$ cat src/rtl/rst_seq_pkg.sv
package rst_seq_pkg;

  typedef enum logic [1:0] {
    CAUSE_POR    = 2'd0,
    CAUSE_PIN    = 2'd1,
    CAUSE_WDOG   = 2'd2,
    CAUSE_CLKMON = 2'd3
  } rst_cause_e;

  // {mode_b, mode_a} -> {boot_rom, special, mode_a_ctl, int_visible}
  function automatic logic [3:0] mode_ctl_decode(input logic [1:0] pins);
    logic [3:0] r;
    case (pins)
      2'b11:   r = 4'b0000;
      2'b10:   r = 4'b0010;
      2'b01:   r = 4'b1101;
      default: r = 4'b0111;
    endcase
    return r;
  endfunction

  function automatic logic [15:0] vector_pick(input rst_cause_e c, input logic [1:0] pins);
    logic [15:0] r;
    case (c)
      CAUSE_CLKMON: r = 16'hFFFC;
      CAUSE_WDOG:   r = 16'hFFFA;
      default:      r = pins[1] ? 16'hFFFE : 16'hBFFE;
    endcase
    return r;
  endfunction

  function automatic rst_cause_e cause_pick(input logic clk_bad, input logic wdog,
                                            input logic pin);
    rst_cause_e r;
    if (clk_bad)   r = CAUSE_CLKMON;
    else if (wdog) r = CAUSE_WDOG;
    else if (pin)  r = CAUSE_PIN;
    else           r = CAUSE_POR;
    return r;
  endfunction

endpackage

$ cat src/rtl/rst_pin_qual.sv
module rst_pin_qual #(
  parameter int QUAL_CYCLES = 8
) (
  input  logic clk,
  input  logic arst_n,
  input  logic pin_n,
  output logic qual_o
);
  localparam int CW = $clog2(QUAL_CYCLES + 1);
  localparam logic [CW-1:0] QMAX = CW'(QUAL_CYCLES);

  logic [CW-1:0] low_cnt;

  always_ff @(posedge clk or negedge arst_n) begin
    if (!arst_n)            low_cnt <= '0;
    else if (pin_n)         low_cnt <= '0;
    else if (low_cnt != QMAX) low_cnt <= low_cnt + 1'b1;
  end

  assign qual_o = (low_cnt == QMAX);


  pin_low_seen_chk: assert property (@(posedge clk) disable iff (!arst_n)
    qual_o |-> $past(!pin_n));

endmodule

$ cat src/rtl/rst_por_stretch.sv
module rst_por_stretch #(
  parameter int POR_CYCLES = 4064
) (
  input  logic clk,
  input  logic arst_n,
  output logic busy_o
);
  localparam int CW = $clog2(POR_CYCLES + 1);
  localparam logic [CW-1:0] PMAX = CW'(POR_CYCLES);

  logic [CW-1:0] por_cnt;

  always_ff @(posedge clk or negedge arst_n) begin
    if (!arst_n)              por_cnt <= '0;
    else if (por_cnt != PMAX) por_cnt <= por_cnt + 1'b1;
  end

  assign busy_o = (por_cnt != PMAX);


  por_count_mono_chk: assert property (@(posedge clk) disable iff (!arst_n)
    !$past(busy_o) |-> !busy_o);

endmodule

$ cat src/rtl/rst_drive_gen.sv
module rst_drive_gen #(
  parameter int DRIVE_CYCLES = 8
) (
  input  logic clk,
  input  logic arst_n,
  input  logic trig_i,
  output logic drive_o
);
  localparam int CW = $clog2(DRIVE_CYCLES + 1);
  localparam logic [CW-1:0] DLOAD = CW'(DRIVE_CYCLES);

  logic [CW-1:0] drv_cnt;

  always_ff @(posedge clk or negedge arst_n) begin
    if (!arst_n)            drv_cnt <= '0;
    else if (trig_i)        drv_cnt <= DLOAD;
    else if (drv_cnt != '0) drv_cnt <= drv_cnt - 1'b1;
  end

  assign drive_o = (drv_cnt != '0);


  drive_start_chk: assert property (@(posedge clk) disable iff (!arst_n)
    trig_i |=> drive_o);

endmodule

$ cat src/rtl/rst_mode_latch.sv
module rst_mode_latch
  import rst_seq_pkg::*;
(
  input  logic        clk,
  input  logic        arst_n,
  input  logic        capture_i,
  input  logic [1:0]  mode_pins_i,
  input  rst_cause_e  cause_i,
  output logic [3:0]  ctl_o,
  output logic [15:0] vec_o
);
  logic [1:0] mode_q;

  always_ff @(posedge clk or negedge arst_n) begin
    if (!arst_n)        mode_q <= 2'b11;
    else if (capture_i) mode_q <= mode_pins_i;
  end

  assign ctl_o = mode_ctl_decode(mode_q);
  assign vec_o = vector_pick(cause_i, mode_q);


  mode_hold_chk: assert property (@(posedge clk) disable iff (!arst_n)
    !capture_i |=> $stable(mode_q));

endmodule

$ cat src/rtl/rst_seq_top.sv
module rst_seq_top
  import rst_seq_pkg::*;
#(
  parameter int POR_CYCLES   = 4064,
  parameter int QUAL_CYCLES  = 8,
  parameter int DRIVE_CYCLES = QUAL_CYCLES
) (
  input  logic        clk,
  input  logic        pwr_good,
  input  logic        rst_pin_n,
  output logic        rst_drive_low,
  input  logic        wdog_expire,
  input  logic        clkmon_fail,
  input  logic        clkmon_en,
  input  logic        mode_a,
  input  logic        mode_b,
  output logic        sys_rst,
  output logic [2:0]  mask_set,
  output logic [3:0]  mode_ctl,
  output logic [15:0] reset_vec,
  output logic [1:0]  rst_cause
);
  logic       por_busy;
  logic       pin_qual;
  logic       drv_busy;
  logic       clk_trig;
  logic       int_trig;
  logic       rst_req;
  logic       release_ev;
  logic       sys_rst_q;
  rst_cause_e cause_q;

  rst_por_stretch #(.POR_CYCLES(POR_CYCLES)) por_i (
    .clk(clk), .arst_n(pwr_good), .busy_o(por_busy));

  rst_pin_qual #(.QUAL_CYCLES(QUAL_CYCLES)) qual_i (
    .clk(clk), .arst_n(pwr_good), .pin_n(rst_pin_n), .qual_o(pin_qual));

  assign clk_trig = clkmon_fail & clkmon_en;
  assign int_trig = wdog_expire | clk_trig;

  rst_drive_gen #(.DRIVE_CYCLES(DRIVE_CYCLES)) drv_i (
    .clk(clk), .arst_n(pwr_good), .trig_i(int_trig), .drive_o(drv_busy));

  assign rst_req    = por_busy | pin_qual | drv_busy | int_trig;
  assign release_ev = sys_rst_q & ~rst_req;

  always_ff @(posedge clk or negedge pwr_good) begin
    if (!pwr_good) sys_rst_q <= 1'b1;
    else           sys_rst_q <= rst_req;
  end

  always_ff @(posedge clk or negedge pwr_good) begin
    if (!pwr_good)                cause_q <= CAUSE_POR;
    else if (!sys_rst_q && rst_req) cause_q <= cause_pick(clk_trig, wdog_expire, pin_qual);
  end

  rst_mode_latch mode_i (
    .clk(clk), .arst_n(pwr_good), .capture_i(release_ev),
    .mode_pins_i({mode_b, mode_a}), .cause_i(cause_q),
    .ctl_o(mode_ctl), .vec_o(reset_vec));

  assign sys_rst       = sys_rst_q;
  assign mask_set      = {3{sys_rst_q}};
  assign rst_drive_low = drv_busy;
  assign rst_cause     = cause_q;


  release_after_por_chk: assert property (@(posedge clk) disable iff (!pwr_good)
    $fell(sys_rst_q) |-> !$past(por_busy));


  drive_inside_reset_chk: assert property (@(posedge clk) disable iff (!pwr_good)
    $rose(drv_busy) |-> sys_rst_q);


  cause_frozen_chk: assert property (@(posedge clk) disable iff (!pwr_good)
    $past(sys_rst_q) |-> $stable(cause_q));


  wdog_reset_chk: assert property (@(posedge clk) disable iff (!pwr_good)
    wdog_expire |=> sys_rst_q);

endmodule

$ cat config.mk
export PLATFORM = sky130hd
export DESIGN_NAME = rst_seq_top
export DESIGN_NICKNAME = d
export VERILOG_FILES = /design/src/rtl/rst_seq_pkg.sv /design/src/rtl/rst_pin_qual.sv /design/src/rtl/rst_por_stretch.sv /design/src/rtl/rst_drive_gen.sv /design/src/rtl/rst_mode_latch.sv /design/src/rtl/rst_seq_top.sv
export SDC_FILE = /design/constraint.sdc
export NUM_CORES = 1
export LEC_CHECK = 0
export ABC_CLOCK_PERIOD_IN_PS = 2600
export CAP_MARGIN = 20
export CELL_PAD_IN_SITES_DETAIL_PLACEMENT = 1
export CELL_PAD_IN_SITES_GLOBAL_PLACEMENT = 1
export CORE_MARGIN = 2
export CORE_UTILIZATION = 40
export CTS_CLUSTER_SIZE = 16
export DETAILED_ROUTE_END_ITERATION = 8
export GPL_TIMING_DRIVEN = 0
export PLACE_DENSITY = 0.85
export SLEW_MARGIN = 20
export SYNTH_ARGS = -nofsm -noshare
export SYNTH_HDL_FRONTEND = slang
export SYNTH_SLANG_ARGS = --single-unit
export TNS_END_PERCENT = 50
$ cat constraint.sdc
create_clock -name clk -period 2.6 [get_ports clk]
set_input_delay 0.65 -clock clk [delete_from_list [all_inputs] [get_ports clk]]
set_output_delay 0.65 -clock clk [all_outputs]
set_load 0.03 [all_outputs]
Word-level counts from Yosys, hierarchy flattened. Index checks and enable logic that the tools add are counted.

Flip-flop bits (word level): 25. Bits of input ports: 8. Output and inout bits: 27. Word-level logic and storage cells: 39.

Add/sub/neg operators: 3. Eq/ne operators: 8. Muxes and demuxes: 10. Bitwise gates (word level): 7. Reduce and logical (&&, ||, !) cells: 5.

Operator list (number): $pmux 16 s2 (1); $mux 4 (4); $mux 15 (1); $add 12x1->12 const B (1); $ne 12x12->1 const B (1); $pmux 4 s3 (1); $eq 2x2->1 const B (4); $add 4x1->4 const B (1); $eq 4x4->1 const B (1); $mux 2 (2); $ne 4x4->1 const B (1); $or 1x1->1 (4); $reduce_bool 2->1 (2); $reduce_bool 4->1 (1); $sub 4x1->4 const B (1); $and 1x1->1 (2); $eq 2x1->1 const B (1); $logic_and 1x1->1 (1); $logic_not 1->1 (1); $mux 1 (1); $not 1->1 (1).

Logic depth before layout (Yosys ltp). Gate-level depths: netlist (run 1).

Depth after elaboration: 6. Mapped depth: 7. Depth with buffers taken out: 6.

Modules after synthesis. From an unflattened synthesis (run 1), not the netlist that was laid out.

Cells, all modules: 136. Area total of the unflattened synthesis: 1401.3 um2.

By module, submodules not included: rst_por_stretch (instances 1, cells each 51, area an instance 569.3 um2, sequential area each 300.3 um2); rst_mode_latch (instances 1, cells each 26, area an instance 225.2 um2, sequential area each 52.6 um2); rst_pin_qual (instances 1, cells each 20, area an instance 219.0 um2, sequential area each 100.1 um2); rst_drive_gen (instances 1, cells each 20, area an instance 217.7 um2, sequential area each 100.1 um2); rst_seq_top (instances 1, cells each 19, area an instance 170.2 um2, sequential area each 76.3 um2).

Worst setup path after synthesis (run 1). OpenSTA, ideal clock, no wires.

Path kind: reg2out. Start point: reg drv_i.drv_cnt[0]. End point: out rst_drive_low. Arrival: 1.092 ns. Data required time: 1.950 ns. Path slack: 0.858 ns. Stages on the path, launching flop included: 5. Path buffers: 1. Path through: dfrtp_1 -> inv_1 -> ha_1 -> or3b_1 -> buf_6.

Cells in the longest elaborated chain, start to end: 1.

RTL lines: from (decl) (RTL line rst_drive_gen.sv:12) `logic [CW-1:0] drv_cnt;`; from (signal assigned) (RTL line rst_drive_gen.sv:17) `else if (drv_cnt != '0) drv_cnt <= drv_cnt - 1'b1;`; $reduce_bool 4->1 (RTL line rst_drive_gen.sv:20) `assign drive_o = (drv_cnt != '0);`; to (decl) (RTL line rst_seq_top.sv:11) `output logic rst_drive_low,`.

No other way between the ends.

Worst setup path in the final report (run 1).
Start point: reg sys_rst_q (netlist: sys_rst). End point: out mask_set[1].

RTL lines: from (decl) (RTL line rst_seq_top.sv:30) `logic sys_rst_q;`; from (signal assigned) (RTL line rst_seq_top.sv:50) `else sys_rst_q <= rst_req;`; to (decl) (RTL line rst_seq_top.sv:18) `output logic [2:0] mask_set,`.

No word-level cell between the ends.

==> summary.txt, run 1 <==
chip height: 62.6 um
antenna violations before repair: 0
H-tree level count: 1
Total Routed Length: 2710 um
r2r endpoint: rst_cause[0]
Min-Delay Path Class: input pin to async pin
final net count: 181
antenna viol nets, final: 0
EDFF count, synth: 0
Tcrit/Tclk final: 0.922
count of different cell masters after synthesis: 34
# port buffers: 21
Clock Sinks: 25
peak supply drop: 0.000174 V
worst path required time: 1.95 ns
max-cap check violation count: 0
synth cell count leaders: dfrtp_1 (22), buf_4 (17), nand2_1 (13)
Final Core Density: 0.515
global placement routability congestion: 0.743
hpwl dp: 2230 um
internal power: 571 uW
GR Overflow Total: 0
CP Max Fanout: 8
critical setup path kind: register to output pin
Yosys top cell by area: dfrtp_1
sw power: 272 uW
Via-to-Cell Ratio: 4.61
count leader, synth: dfrtp_1
crit path capture: mask_set[1]
logic gate share of total power: 0.265
highest clock rate: 0.417 GHz
Mapped Cells: 130
first-pass GRT wire length: 4840 um
Total GRT Usage: 0.157
drt drc: 0
die span in x: 62.6 um
r2r startpoint: drv_i.drv_cnt[0]
Syn Area/Cell: 10.6 um^2
switching share of total power: 0.323
clock power share: 0.215
Yosys top cell area share: 0.400
Mapped Area: 1380 um^2
postcts setup bufs: 0
Core Area: 3310 um^2
Post-Route Setup TNS: 0 ns
Worst Skew: 0.00176 ns
CP Launch Point: sys_rst
Async SR Flop Fraction: 1.00
Max Slew Vio Count: 0
Iter 0 DRT Violations: 11
leak pwr: 0.000783 uW
pin count of the biggest net entering global routing: 26
final setup fails: 0
clock slew at reported path FFs: 0.14 ns
die area: 3920 um^2
Reg2Reg Depth: 7
sequential power share: 0.521
PD cells: 495 nW/um^2
CP Capture Type: output pin
min cycle time layout: 2.40 ns
clock buffer depth: 2
register bit count reported by yosys: 25
Area contributors post-synth: dfrtp_1 (40%), buf_4 (9.3%), xnor2_1 (6.4%)
status: completed
top_reg_cell synth: dfrtp_1
relative slew slack: 0.591
wire length per cell: 12.8 um
vias in the first global route: 1009
worst slew pin tran: 0.613 ns
via count: 977
sequential fraction of the synthesis area: 0.458
Ant. Diodes: 0
clk_lat worst skew: 0.33 ns
Crit path arrival time: 1.75 ns
row count: 21
RSZ-0062 raised after global routing: no
Final Hold Viols: 0
CTS tree: yes
YS warnings: 0
layout cells sized above 1: 0.223
CP Launch Type: register
Inserted Clock Buffers: 3
CTS root buffer: clkbuf_4
I/O pin total: 35
Layout area overhead: 23.9%
starting density of the core: 0.415
FF-to-FF setup slack: 0.74 ns
First-pass DRT Iterations: 3
-- cells by family (layout without fill, tap and decap cells) --
| logic type | after synthesis | in the layout | share of synthesized area |
|---|---|---|---|
| AOI/OAI and AO/OA | 7 | 7 | 0.0309 |
| xor gates and xnor gates | 16 | 16 | 0.102 |
| adders and majority gates | 6 | 6 | 0.0546 |
| buffers and inverters | 27 | 52 | 0.126 |
| DFF | 25 | 25 | 0.458 |
| muxes | 5 | 5 | 0.0409 |
| other | 2 | 13 | 0.00546 |
| and+or+nand+nor | 42 | 42 | 0.183 |
-- worst max-delay path, stage by stage (launching register included) --
cell and delay [ns]:
dfstp_2 0.63, buf_4 0.13, clkdlybuf4s50_1 0.66
-- metrics by stage --
stage | instances | hold slack (ns) | setup slack [ns] | cell area, um^2 | power [uW]
after CTS | 212 | 0.486 | 0.0416 | 1710 | 855
after global placement | 208 | 0.455 | 0.257 | 1680 | 656
after detailed placement | 208 | 0.463 | 0.194 | 1680 | 676
final | 212 | 0.282 | 0.204 | 1700 | 843
after global routing | 212 | 0.299 | 0.136 | 1700 | 898
after floorplan | 141 | 0.354 | 0.858 | 1420 | 609
-- registers in the layout (all words and copies together) (netlist names) --
signal / cells
qual_i.low_cnt: 4
mode_i.mode_q: 2
sys_rst: 1
drv_i.drv_cnt: 4
rst_cause: 2
por_i.por_cnt: 12
-- metal layers --
metal / track usage / part of all wire / vias to the layer above
met2: 0.293 / 0.54 / 29
met3: 0.0162 / 0.035 / 5
li1: - / - / 474
met1: 0.180 / 0.41 / 469
met5: 0 / 0 / -
met4: 0.0667 / 0.020 / 0
-- power groups by stage --
stage,combinational (uW),clock [uW],sequential (uW)
detailed placement,229,0,447
floorplan,169,0,440
global route,246,208,444
CTS,227,189,440
finish,223,181,439
global placement,215,0,442
-- layout make-up --
cell class	instances	area, um^2
Buffer	18	139
Clock buffer	3	22.5
Clock inverter	1	7.51
Fill cell	395	1610
Inverter	9	33.8
Multi-Input combinational cell	89	614
Sequential cell	25	629
Tap cell	46	57.6
Timing Repair Buffer	21	200
-- cells in the final DEF (no fill, tap or decap), types with 2 or more instances in the layout --
cell / count
conb_1: 13
buf_4: 17
a21oi_1: 3
nor2_1: 7
xnor2_1: 10
mux2_2: 5
dfstp_2: 3
nand4_2: 2
dfrtp_1: 22
nor3_1: 2
xor2_1: 6
nand2_1: 13
inv_1: 9
clkdlybuf4s50_1: 19
ha_1: 6
nand3_1: 4
clkbuf_4: 3
-- worst min-delay path by stage --
stage                                  from                end  slack, ns  cells past startpoint
after global routing               pwr_good   por_i.por_cnt[8]       0.30                      1
final                              pwr_good  por_i.por_cnt[10]       0.28                      1
after global placement    por_i.por_cnt[11]  por_i.por_cnt[11]       0.46                      1
after detailed placement  por_i.por_cnt[11]  por_i.por_cnt[11]       0.46                      1
after CTS                 por_i.por_cnt[11]  por_i.por_cnt[11]       0.49                      1
after floorplan                    pwr_good   drv_i.drv_cnt[0]       0.35                      0
-- repair_timing --
item                       CTS  global route
hold buffers                 0             0
gates resized for setup      1             2
pin swaps                    0             0
setup endpoints to repair    1             1
Note: power is estimated with default switching activity, not from simulation.
==> run 2: changes to the inputs <==
--- a/config.mk
+++ b/config.mk
@@ -6,15 +6,16 @@
 export NUM_CORES = 1
 export LEC_CHECK = 0
 export ABC_CLOCK_PERIOD_IN_PS = 2600
-export CAP_MARGIN = 20
+export CAP_MARGIN = 10
 export CELL_PAD_IN_SITES_DETAIL_PLACEMENT = 1
 export CELL_PAD_IN_SITES_GLOBAL_PLACEMENT = 1
 export CORE_MARGIN = 2
 export CORE_UTILIZATION = 40
 export CTS_CLUSTER_SIZE = 16
 export DETAILED_ROUTE_END_ITERATION = 8
+export DONT_BUFFER_PORTS = 1
 export GPL_TIMING_DRIVEN = 0
-export PLACE_DENSITY = 0.85
+export PLACE_DENSITY = 0.68
 export SLEW_MARGIN = 20
 export SYNTH_ARGS = -nofsm -noshare
 export SYNTH_HDL_FRONTEND = slang
==> run 2 against run 1 <==
- final area is 12% lower
- cell count down 9.4%
- utilization decreased by 6.0 points
- sequential share of layout area is 4.9 points higher
- maximum frequency grew 12%
- via count decreased by 8.8%
- flip-flop and latch count is the same
- clock power down 7%
- first-iteration DRC count up 82%
==> summary.txt, run 2 (synthesis gave the netlist of run 1 again) <==
status: completed
Filler Cells Inserted: 407 (+3.0%)
vias in the first global route: 941 (-6.7%)
Min-Delay Path Class: input pin to async pin
Final WS setup: 0.453 ns (+0.249 ns)
critical setup path kind: register to output pin
sequential power share: 0.545 (+0.024)
Max Slew Vio Count: 0 (unchanged)
Tcrit/Tclk final: 0.826 (-0.0959)
First-pass DRT Iterations: 2 (-1)
worst slew pin tran: 0.649 ns (+0.0360 ns)
Total GRT Usage: 0.132 (-0.0253)
commonest non-fill, non-tap cell in the layout: dfrtp_1
Crit path arrival time: 1.50 ns (-0.25 ns)
final setup fails: 0 (unchanged)
pin count of the biggest net entering global routing: 23 (-12%)
I/O pin total: 35 (unchanged)
Ant. Diodes: 0 (unchanged)
relative slew slack: 0.567 (-0.0240)
chip height: 62.6 um (unchanged)
die span in x: 62.6 um (unchanged)
worst path required time: 1.95 ns (about the same)
clk_lat worst skew: 0.31 ns (-0.02 ns)
clock slew at reported path FFs: 0.13 ns (about the same)
die area: 3920 um^2 (unchanged)
Resized cells post-CTS: 0 (-1)
CTS root buffer: clkbuf_4
drt drc: 0 (unchanged)
CP Launch Type: register
layout cells sized above 1: 0.240 (+0.0168)
min cycle time layout: 2.15 ns (-0.249 ns)
Via-to-Cell Ratio: 4.64 (+0.70%)
H-tree level count: 1 (unchanged)
leak pwr: 0.000702 uW (-10%)
Worst Skew: 0.00727 ns (+0.00552 ns)
peak supply drop: 0.000160 V (-7.7%)
PD cells: 534 nW/um^2 (+7.9%)
antenna violations before repair: 0 (unchanged)
CTS tree: yes
Layout area overhead: 9.46%
clock power share: 0.210 (-0.005)
via count: 891 (-8.8%)
largest registers: por_i.por_cnt x12, drv_i.drv_cnt x4, qual_i.low_cnt x4
starting density of the core: 0.415 (unchanged)
Final Core Density: 0.455 (-0.0601)
wire length per cell: 11.8 um (-7.7%)
CP Max Fanout: 7 (-1)
Most flops, register: por_i.por_cnt
clock buffer depth: 2 (unchanged)
RSZ-0062 raised after global routing: no
final net count: 161 (-11%)
Clock Sinks: 25 (unchanged)
row count: 21 (unchanged)
switching share of total power: 0.308 (-0.0148)
hpwl dp: 1780 um (-20%)
Core Area: 3310 um^2 (unchanged)
Total Routed Length: 2270 um (-16%)
most frequent cells in the layout: dfrtp_1 (22), buf_4 (17), nand2_1 (13), conb_1 (13), xnor2_1 (10)
internal power: 556 uW (-2.6%)
GR Overflow Total: 0 (unchanged)
first-pass GRT wire length: 4200 um (-13%)
sw power: 248 uW (-9.1%)
max-cap check violation count: 0 (unchanged)
Iter 0 DRT Violations: 20 (+9)
max FFs per register: 12 (unchanged)
Inserted Clock Buffers: 3 (unchanged)
global placement routability congestion: 0.728 (-2.0%)
Post-Route Setup TNS: 0 ns (unchanged)
antenna viol nets, final: 0 (unchanged)
postcts setup bufs: 0 (unchanged)
highest clock rate: 0.466 GHz (+12%)
CP Capture Type: output pin
Final Hold Viols: 0 (unchanged)
dpl ws: 0.771 ns (+0.577 ns)
# port buffers: 0 (-100%)
logic gate share of total power: 0.244 (-0.021)
total power: 803 uW (-4.7%)
run 2: cell type report:
| class | instances | area [um^2] | area share |
|---|---|---|---|
| sequential | 25 | 629 | 0.418 |
| timing repair buffer | 1 | 5.00 | 0.00333 |
| clock buffer | 4 | 26.3 | 0.0175 |
| tap | 46 | 57.6 | 0.0382 |
| buffer | 18 | 139 | 0.0923 |
| multi-input combinational | 89 | 614 | 0.408 |
| inverter | 9 | 33.8 | 0.0224 |
run 2: critical path, stage by stage, from the launching register on:
cell and delay, ns:
dfrtp_1 0.40, inv_1 0.11, ha_1 0.15, or3b_1 0.35, buf_6 0.17
run 2: path summary, 6_finish.rpt:
| kind | slack, ns | cells after the start | end | startpoint |
|---|---|---|---|---|
| hold reg to reg | 0.47 | 1 | por_i.por_cnt[11] | por_i.por_cnt[11] |
| min in group clk | 0.38 | 1 | qual_i.low_cnt[3] | rst_pin_n |
| setup reg to reg | 0.76 | 7 | mode_i.mode_q[1] | drv_i.drv_cnt[0] |
| hold / removal | 0.16 | 0 | sys_rst | pwr_good |
| max in group asynchronous | 1.99 | 1 | por_i.por_cnt[11] | pwr_good |
| setup / recovery | 0.45 | 4 | rst_drive_low | drv_i.drv_cnt[0] |
run 2: metal layers:
layer | up-vias | routed length (um) | global-route usage
met5 | - | 0 | 0
met2 | 28 | 1140 | 0.231
met4 | 0 | 25 | 0.0417
met3 | 4 | 141 | 0.0324
met1 | 433 | 957 | 0.158
li1 | 426 | - | -
run 2: metrics by stage:
| stage | hold slack, ns | area (um^2) | std cells |
|---|---|---|---|
| finish | 0.157 | 1510 | 192 |
| global route | 0.123 | 1510 | 192 |
| CTS | 0.140 | 1510 | 192 |
| detailed placement | 0.355 | 1470 | 187 |
| global placement | 0.355 | 1470 | 187 |
| floorplan | 0.354 | 1420 | 141 |
run 2: repair_timing:
action,in CTS,in global routing
hold endpoints to repair,22,0
endpoints found under the setup margin,0,0
hold buffers,1,0
run 2: power groups by stage:
stage / Combinational (uW) / Sequential, uW / Clock (uW)
2_1_floorplan: 169 / 440 / 0
3_3_place_gp: 182 / 445 / 0
3_5_place_dp: 190 / 446 / 0
4_1_cts: 199 / 438 / 183
5_1_grt: 221 / 443 / 200
6_report: 196 / 438 / 169
